$ cat src/rtl/sized_fifo_pair.sv
module sized_fifo_pair #(
  parameter int W = 32,
  parameter int MAXD = 32
) (
  input  logic         clk,
  input  logic         rst_n,
  input  logic         enable,
  input  logic         big_mode,
  input  logic         fsz_wr,
  input  logic [4:0]   fsz_wdata,
  input  logic         tx_push,
  input  logic [W-1:0] tx_wdata,
  input  logic         tx_pop,
  output logic [W-1:0] tx_rdata,
  input  logic         rx_push,
  input  logic [W-1:0] rx_wdata,
  input  logic         rx_pop,
  output logic [W-1:0] rx_rdata,
  input  logic         ovf_clr,
  output logic [15:0]  status,
  output logic [4:0]   frame_size,
  output logic         ovf_raw
);
  localparam int AW = $clog2(MAXD);
  localparam int CW = AW + 1;

  function automatic logic [CW-1:0] depth_of(input logic big, input logic [4:0] fs);
    if (!big) return CW'(4);
    if (fs <= 5'd8) return CW'(MAXD);
    if (fs <= 5'd16) return CW'(MAXD / 2);
    return CW'(MAXD / 4);
  endfunction

  logic [W-1:0]  tx_mem [MAXD];
  logic [W-1:0]  rx_mem [MAXD];
  logic [AW-1:0] tx_wp, tx_rp, rx_wp, rx_rp;
  logic [CW-1:0] tx_cnt, rx_cnt;
  logic          big_q, ovf_st;

  logic [4:0]    fsz_nx;
  logic [CW-1:0] depth, depth_nx;
  logic          flush, tx_give, tx_take, rx_give, rx_take;

  assign fsz_nx   = (fsz_wr && !enable) ? fsz_wdata : frame_size;
  assign depth    = depth_of(big_q, frame_size);
  assign depth_nx = depth_of(big_mode, fsz_nx);
  assign flush    = depth_nx != depth;

  assign tx_give = tx_pop && tx_cnt != 0;
  assign tx_take = tx_push && (tx_cnt < depth || tx_give);
  assign rx_give = rx_pop && rx_cnt != 0;
  assign rx_take = rx_push && (rx_cnt < depth || rx_give);

  assign tx_rdata = (tx_cnt != 0) ? tx_mem[tx_rp] : '0;
  assign rx_rdata = (rx_cnt != 0) ? rx_mem[rx_rp] : '0;

  always_comb begin
    status     = '0;
    status[2]  = ovf_st;
    status[4]  = rx_cnt == depth;
    status[5]  = rx_cnt == depth - 1'b1;
    status[6]  = rx_cnt == 0;
    status[8]  = tx_cnt == depth;
    status[9]  = tx_cnt == depth - 1'b1;
    status[10] = tx_cnt == 0;
  end

  always_ff @(posedge clk) begin
    if (tx_take && !flush) tx_mem[tx_wp] <= tx_wdata;
    if (rx_take && !flush) rx_mem[rx_wp] <= rx_wdata;
  end

  always_ff @(posedge clk or negedge rst_n) begin
    if (!rst_n) begin
      frame_size <= 5'd4;
      big_q      <= 1'b0;
      tx_wp <= '0; tx_rp <= '0; tx_cnt <= '0;
      rx_wp <= '0; rx_rp <= '0; rx_cnt <= '0;
      ovf_st  <= 1'b0;
      ovf_raw <= 1'b0;
    end else begin
      frame_size <= fsz_nx;
      big_q      <= big_mode;
      if (flush) begin
        tx_wp <= '0; tx_rp <= '0; tx_cnt <= '0;
        rx_wp <= '0; rx_rp <= '0; rx_cnt <= '0;
      end else begin
        if (tx_take) tx_wp <= tx_wp + 1'b1;
        if (tx_give) tx_rp <= tx_rp + 1'b1;
        tx_cnt <= tx_cnt + CW'(tx_take) - CW'(tx_give);
        if (rx_take) rx_wp <= rx_wp + 1'b1;
        if (rx_give) rx_rp <= rx_rp + 1'b1;
        rx_cnt <= rx_cnt + CW'(rx_take) - CW'(rx_give);
      end
      if (rx_push && !rx_take && !flush) ovf_st <= 1'b1;
      else if (rx_pop) ovf_st <= 1'b0;
      if (rx_push && !rx_take && !flush) ovf_raw <= 1'b1;
      else if (ovf_clr) ovf_raw <= 1'b0;
    end
  end
endmodule


$ cat config.mk
export PLATFORM = sky130hd
export DESIGN_NAME = sized_fifo_pair
export DESIGN_NICKNAME = d
export VERILOG_FILES = /design/src/rtl/sized_fifo_pair.sv
export SDC_FILE = /design/constraint.sdc
export NUM_CORES = 2
export LEC_CHECK = 0
export ABC_AREA = 0
export BUFFER_PORTS_ARGS = -buffer_cell sky130_fd_sc_hd__buf_2
export CAP_MARGIN = 5
export CORE_MARGIN = 2
export CORE_UTILIZATION = 55
export CTS_CLUSTER_SIZE = 28
export DETAILED_ROUTE_END_ITERATION = 10
export HOLD_SLACK_MARGIN = 0.03
export PLACE_DENSITY_LB_ADDON = 0.25
export SYNTH_ARGS = -nofsm -noshare
export SYNTH_HDL_FRONTEND = slang
export SYNTH_SLANG_ARGS = --single-unit
$ cat constraint.sdc
create_clock -name clk -period 7.53 [get_ports clk]
set_clock_uncertainty 0.05 [all_clocks]
set_input_delay 1.1295 -clock clk [delete_from_list [all_inputs] [get_ports clk]]
set_output_delay 1.1295 -clock clk [all_outputs]
set_load 0.02 [all_outputs]
* After elaboration in Yosys (flattened, before gate mapping)
Memories as Yosys holds them, arrays and structs flattened.
Cells that the tools add are included.
** Word-level totals
- Register bits :: 40
- Bits in writable memories :: 2048
- Output and inout port bits :: 86
- Logic and storage cells :: 99
- Memories :: 2
** Cells by class
- Add/subtract/negate cells :: 9
- Order comparisons :: 6
- Equality and inequality tests :: 5
- Mux-type cells :: 43
- Reduce and logical (&&, ||, !) cells :: 24
** Memories
- rx_mem :: words 32, bits a word 32, read ports 1, clocked after memory_dff 0, write ports 1, RTL line 35 : logic [W-1:0] rx_mem [MAXD];
- tx_mem :: words 32, bits a word 32, read ports 1, clocked after memory_dff 0, write ports 1, RTL line 34 : logic [W-1:0] tx_mem [MAXD];
** Operators by type and width (number)
- $mux W6 :: 14
- $mux W32 :: 2
- $mux W5 :: 9
- $eq A6 B6 Y1 :: 4
- $add A5 B1 Y5 const B :: 4
- $mux W1 :: 18
- $add A6 B1 Y6 :: 2
- $logic_not A6 Y1 :: 2
- $lt A6 B6 Y1 :: 2
- $reduce_bool A2 Y1 :: 6
- $reduce_bool A6 Y1 :: 2
- $sub A6 B1 Y6 :: 2
- $le A5 B4 Y1 const B :: 2
- $le A5 B5 Y1 const B :: 2
- $logic_and A1 B1 Y1 :: 9
- $ne A6 B6 Y1 :: 1
- $sub A6 B1 Y6 const B :: 1
- $logic_not A1 Y1 :: 3
- $logic_or A1 B1 Y1 :: 2

* Logic depth before layout (Yosys ltp)
- Word-level depth :: 16
- Mapped depth :: 18

* Least setup slack after synthesis
OpenSTA, ideal clock, no wires.
- Path kind :: input to register
- Start point :: input port enable
- End point :: memory rx_mem[15][0] (enable)
- Library setup time :: 0.461 ns
- Data arrival time :: 4.761 ns
- Required time :: 7.019 ns
- Setup slack :: 2.258 ns
- Stages on the path :: 8
- Path buffers :: 2
- Path through :: nand2b_4 -> buf_6 -> mux2_4 -> a31oi_1 -> mux2i_1 -> or3_1 -> buf_6 -> nor3_1
** On the way
- Longest elaborated chain between the ends :: 15
- Elaborated cells on any way between the ends :: 20
- Classes of those cells :: 2 x order compare; 1 x eq/ne; 13 x mux; 4 x reduce/logical
** RTL lines
- start, declared :: RTL line 7 : input logic enable,
- $logic_not A1 Y1 * :: RTL line 44 : assign fsz_nx = (fsz_wr && !enable) ? fsz_wdata : frame_size;
- $logic_and A1 B1 Y1 * :: RTL line 44
- $mux W5 * :: RTL line 44
- $le A5 B5 Y1 :: RTL line 30 : if (fs <= 5'd16) return CW'(MAXD / 2);
- $mux W1 (2 in a row) :: RTL line 30
- $mux W1 :: RTL line 29 : if (fs <= 5'd8) return CW'(MAXD);
- $mux W6 :: RTL line 31 : return CW'(MAXD / 4);
- $mux W6 * :: RTL line 30
- $mux W6 * :: RTL line 29
- $ne A6 B6 Y1 * :: RTL line 47 : assign flush = depth_nx != depth;
- $logic_not A1 Y1 * :: RTL line 70 : if (rx_take && !flush) rx_mem[rx_wp] <= rx_wdata;
- $logic_and A1 B1 Y1 * :: RTL line 70
- $mux W1 * :: RTL line 70
- $mux W1 (not written as such) * :: RTL line 70
- end, declared :: RTL line 35
Mark *: on every way between the ends. The rest lies on a longest branch, timed or not. The select of a mux whose other input is x is not followed.

* Worst setup path after layout
- Start point :: register tx_rp[0]
- End point :: output port tx_rdata[30]
** On the way
- Longest elaborated chain between the ends :: 2
** RTL lines
- start, declared :: RTL line 36 : logic [AW-1:0] tx_wp, tx_rp, rx_wp, rx_rp;
- start signal, assigned :: RTL line 89 : if (tx_give) tx_rp <= tx_rp + 1'b1;
- $mem_v2 Z32 W32
- $mux W32 :: RTL line 54 : assign tx_rdata = (tx_cnt != 0) ? tx_mem[tx_rp] : '0;
- end, declared :: RTL line 14 : output logic [W-1:0] tx_rdata,
No other way between the ends.

==> impl_metrics.ini <==
[logic_synthesis]
ys_seq_area_share_pct = 77.1
ys_types = 52
async_reset_ff_share_pct = 1.92
synthFlopType = edfxtp_1
synth.avg_cell_area_sq_um = 23.4
synth_edf_count = 2048
ys_seq_elements = 2088
netlist_area_sq_um = 81000
netlist_instances = 3466
yosysWarnings = 0

[die]
start_util_pct = 55.5
coreArea_sq_um = 146000
die_area_sq_um = 150000
io_pins = 165
dieHeight_um = 388
rows = 140
dieWidth_um = 388

[route]
vias_per_cell = 6.40
ant_nets = 0
totalWireLength_mm = 185
drt_pass1_iterations = 5
route.detailed.drc = 0
drtIter0Drc = 4108
vias = 37000
routedWlPerCell_um = 32.0

[power]
power_mw = 26.8
switching_power_mw = 6.62
p_per_area_nw_per_um2 = 295
max-vdd-ir-drop_uv = 231
switching_share_pct = 24.7
p_leak_nw = 27.8
p_comb_share_pct = 14.5
p_int_mw = 20.2
seq_power_share_pct = 48.4
power_frac_clock_pct = 37.0

[setup_path]
cpPeakStageDelay_ns = 0.98
r2r_slack_ns = 2.88
cp_max_fo = 42
startpoint_type = register
crit_required_ns = 6.35
worst_setup_path_end_kind = output port
critPathLaunch = tx_rp[0]
crit_buf_inv = 3
path_delay_family = buffers and inverters
cp.arrival_ns = 4.28
path_class = register to output port
r2r_cells = 11
cp_slowest_cell = dfrtp_4
r2r_start = frame_size[0]
crit_end = tx_rdata[30]
r2r-end = tx_mem[26][18]
crit_path_frequent_cell = mux4_2
cp.depth = 6
cp_cell_sequence = buf_4 > mux4_2 > mux4_2 > inv_1 > o21ai_0 > buf_2

[sta]
drv_slew = 0
max_slew_margin_pct = 14.4
min_period_ns = 5.46
grt_setup_unrepaired = false
setup_tns_ns = 0
tightest_slew_ns = 1.28
finalHoldViolCount = 0
max_freq_mhz = 183
layout_setup_ws_ns = 2.07
finalSetupViolations = 0
period_share_pct = 72.5

[clock_tree]
htreeDepth = 4
cts_root_buffer = clkbuf_16
cts_resized = 0
post_cts_buffers = 0
clockBufferDepth = 3
numCtsBuffers = 202
cts_tree = done
insertion_delay_ns = 0.82
numClockSinks = 2088
cts.clk_slew.worst_paths_ns = 0.06
cts_hold_buffers = 0

[grt]
grt-busiest-layer = met2
grt_max_degree = 111
grt_pass1_vias = 38300
use_met2_pct = 41.5
grt_util_met1_pct = 33.8
grt_overflow = 0
use_met3_pct = 5.16
antenna_found_initial = 14
grt.total_usage_pct = 25.0
grt_pass1_wl_mm = 269

[place]
gp_congestion = 0.765
dp_slack_ns = 2.56
dp_hpwl_mm = 97.8
numPortBuffers = 155

[final_layout]
nNetsFinal = 3823
area_growth_pct = 12.1
drive_gt1_share_pct = 32.3
fillerInstances = 9715
fin_util_pct = 62.2

[status]
status = completed

[worst_hold_path]
hold_class = input pin to asynchronous set/reset pin

[run]
max_cap_viol_count = 0
[per-stage QoR]
| step | cell area, sq um | hold WS, ns | std cells |
|---|---|---|---|
| final | 90800 | 0.419 | 5792 |
| after global placement | 84300 | 0.463 | 5423 |
| after floorplan | 81000 | 0.456 | 3474 |
| after global routing | 90800 | 0.410 | 5789 |
| after detailed placement | 84300 | 0.487 | 5423 |
| after CTS | 90800 | 0.385 | 5789 |
[sequential cells by signal, summed over array words and instances, names as in the netlist]
register,flops
rx_cnt,6
frame_size,5
ovf_st,1
tx_mem,1024
rx_wp,5
tx_wp,5
tx_rp,5
rx_mem,1024
ovf_raw,1
tx_cnt,6
rx_rp,5
big_q,1
[power groups by stage]
stage,Sequential (mW),Clock (mW),Combinational (mW)
CTS,13.0,10.1,3.95
detailed placement,13.2,0,3.94
global placement,13.2,0,3.91
floorplan,13.1,0,2.67
global route,13.0,10.5,4.16
finish,13.0,9.92,3.89
[metal layers]
metal / vias up / routed length (um)
met5: - / 98
met4: 18 / 5320
met3: 328 / 14400
met2: 1678 / 94500
met1: 19800 / 71000
li1: 15200 / -
[worst min path at each step]
stage | startpoint | endpoint | cells after the start
finish | rst_n | ovf_st | 1
global route | big_mode | big_q | 1
CTS | big_mode | big_q | 1
detailed placement | ovf_raw | ovf_raw | 2
global placement | ovf_st | ovf_st | 2
floorplan | ovf_st | ovf_st | 2
[Yosys cell counts, types with 7 or more instances]
library cell     n  area [sq um]
dfrtp_1         39           976
ha_1            32           400
nor2_1          71           267
nor3b_1          7          52.6
buf_2           57           285
nand2_1         18          67.6
buf_6            8          90.1
xor2_1          14           123
buf_1           22          82.6
xnor2_1         13           114
nand3_1        102           510
buf_4           12          90.1
mux4_2         640         14400
edfxtp_1      2048         61500
clkbuf_1       104           390
and4_1          31           272
nor3_1           7          35.0
o21ai_0         70           350
inv_1           89           334
nand4_1          9          56.3
a21oi_1         11          55.1
[worst register-to-register path: stages, from the launching register on]
cell and delay [ns]:
dfrtp_1 0.39, or3_4 0.42, o21ai_0 0.21, or2_2 0.18, ha_1 0.25, nor2b_1 0.14, o21a_1 0.19, o21a_1 0.21
o21a_1 0.23, nor2_2 0.66, and4_2 0.95, buf_4 0.44
[cells by family (layout without fill, tap and decap cells)]
logic type / Yosys count / in the layout / synth area share [%]
xor+xnor: 27 / 27 / 0.292
buf+inv: 295 / 693 / 1.59
mux: 647 / 647 / 17.9
fa+ha+maj: 34 / 34 / 0.544
flops: 2088 / 2088 / 77.1
other cells: 1 / 12 / 0.00463
simple gates: 271 / 271 / 1.81
compound gates: 103 / 103 / 0.732
[layout by cell type (no fill, tap or decap), types with 8 or more instances in the layout]
cell / count
nand2_1: 18
clkbuf_16: 205
conb_1: 9
ha_1: 32
dfrtp_1: 29
clkinv_1: 35
inv_1: 89
buf_2: 155
mux4_2: 640
clkbuf_1: 56
xnor2_1: 13
edfxtp_1: 2048
nor2_4: 31
xor2_1: 14
bufinv_16: 20
nand3_1: 102
clkinv_2: 32
nor2_1: 39
o21ai_0: 70
buf_4: 76
nand4_1: 9
a21oi_1: 11
and4_2: 31
dfrtp_4: 8
[layout make-up]
class | count | area [sq um] | share of cell area [%]
flip-flops and latches | 2088 | 62500 | 68.8
well taps | 1917 | 2400 | 2.64
clock buffers | 262 | 5350 | 5.89
repair buffers | 238 | 1490 | 1.64
diodes | 3 | 7.51 | 0.00827
clock inverters | 104 | 1130 | 1.24
inverters | 89 | 334 | 0.368
multi-input cells | 1091 | 17600 | 19.4
Note: power is estimated with default switching activity, not from simulation.
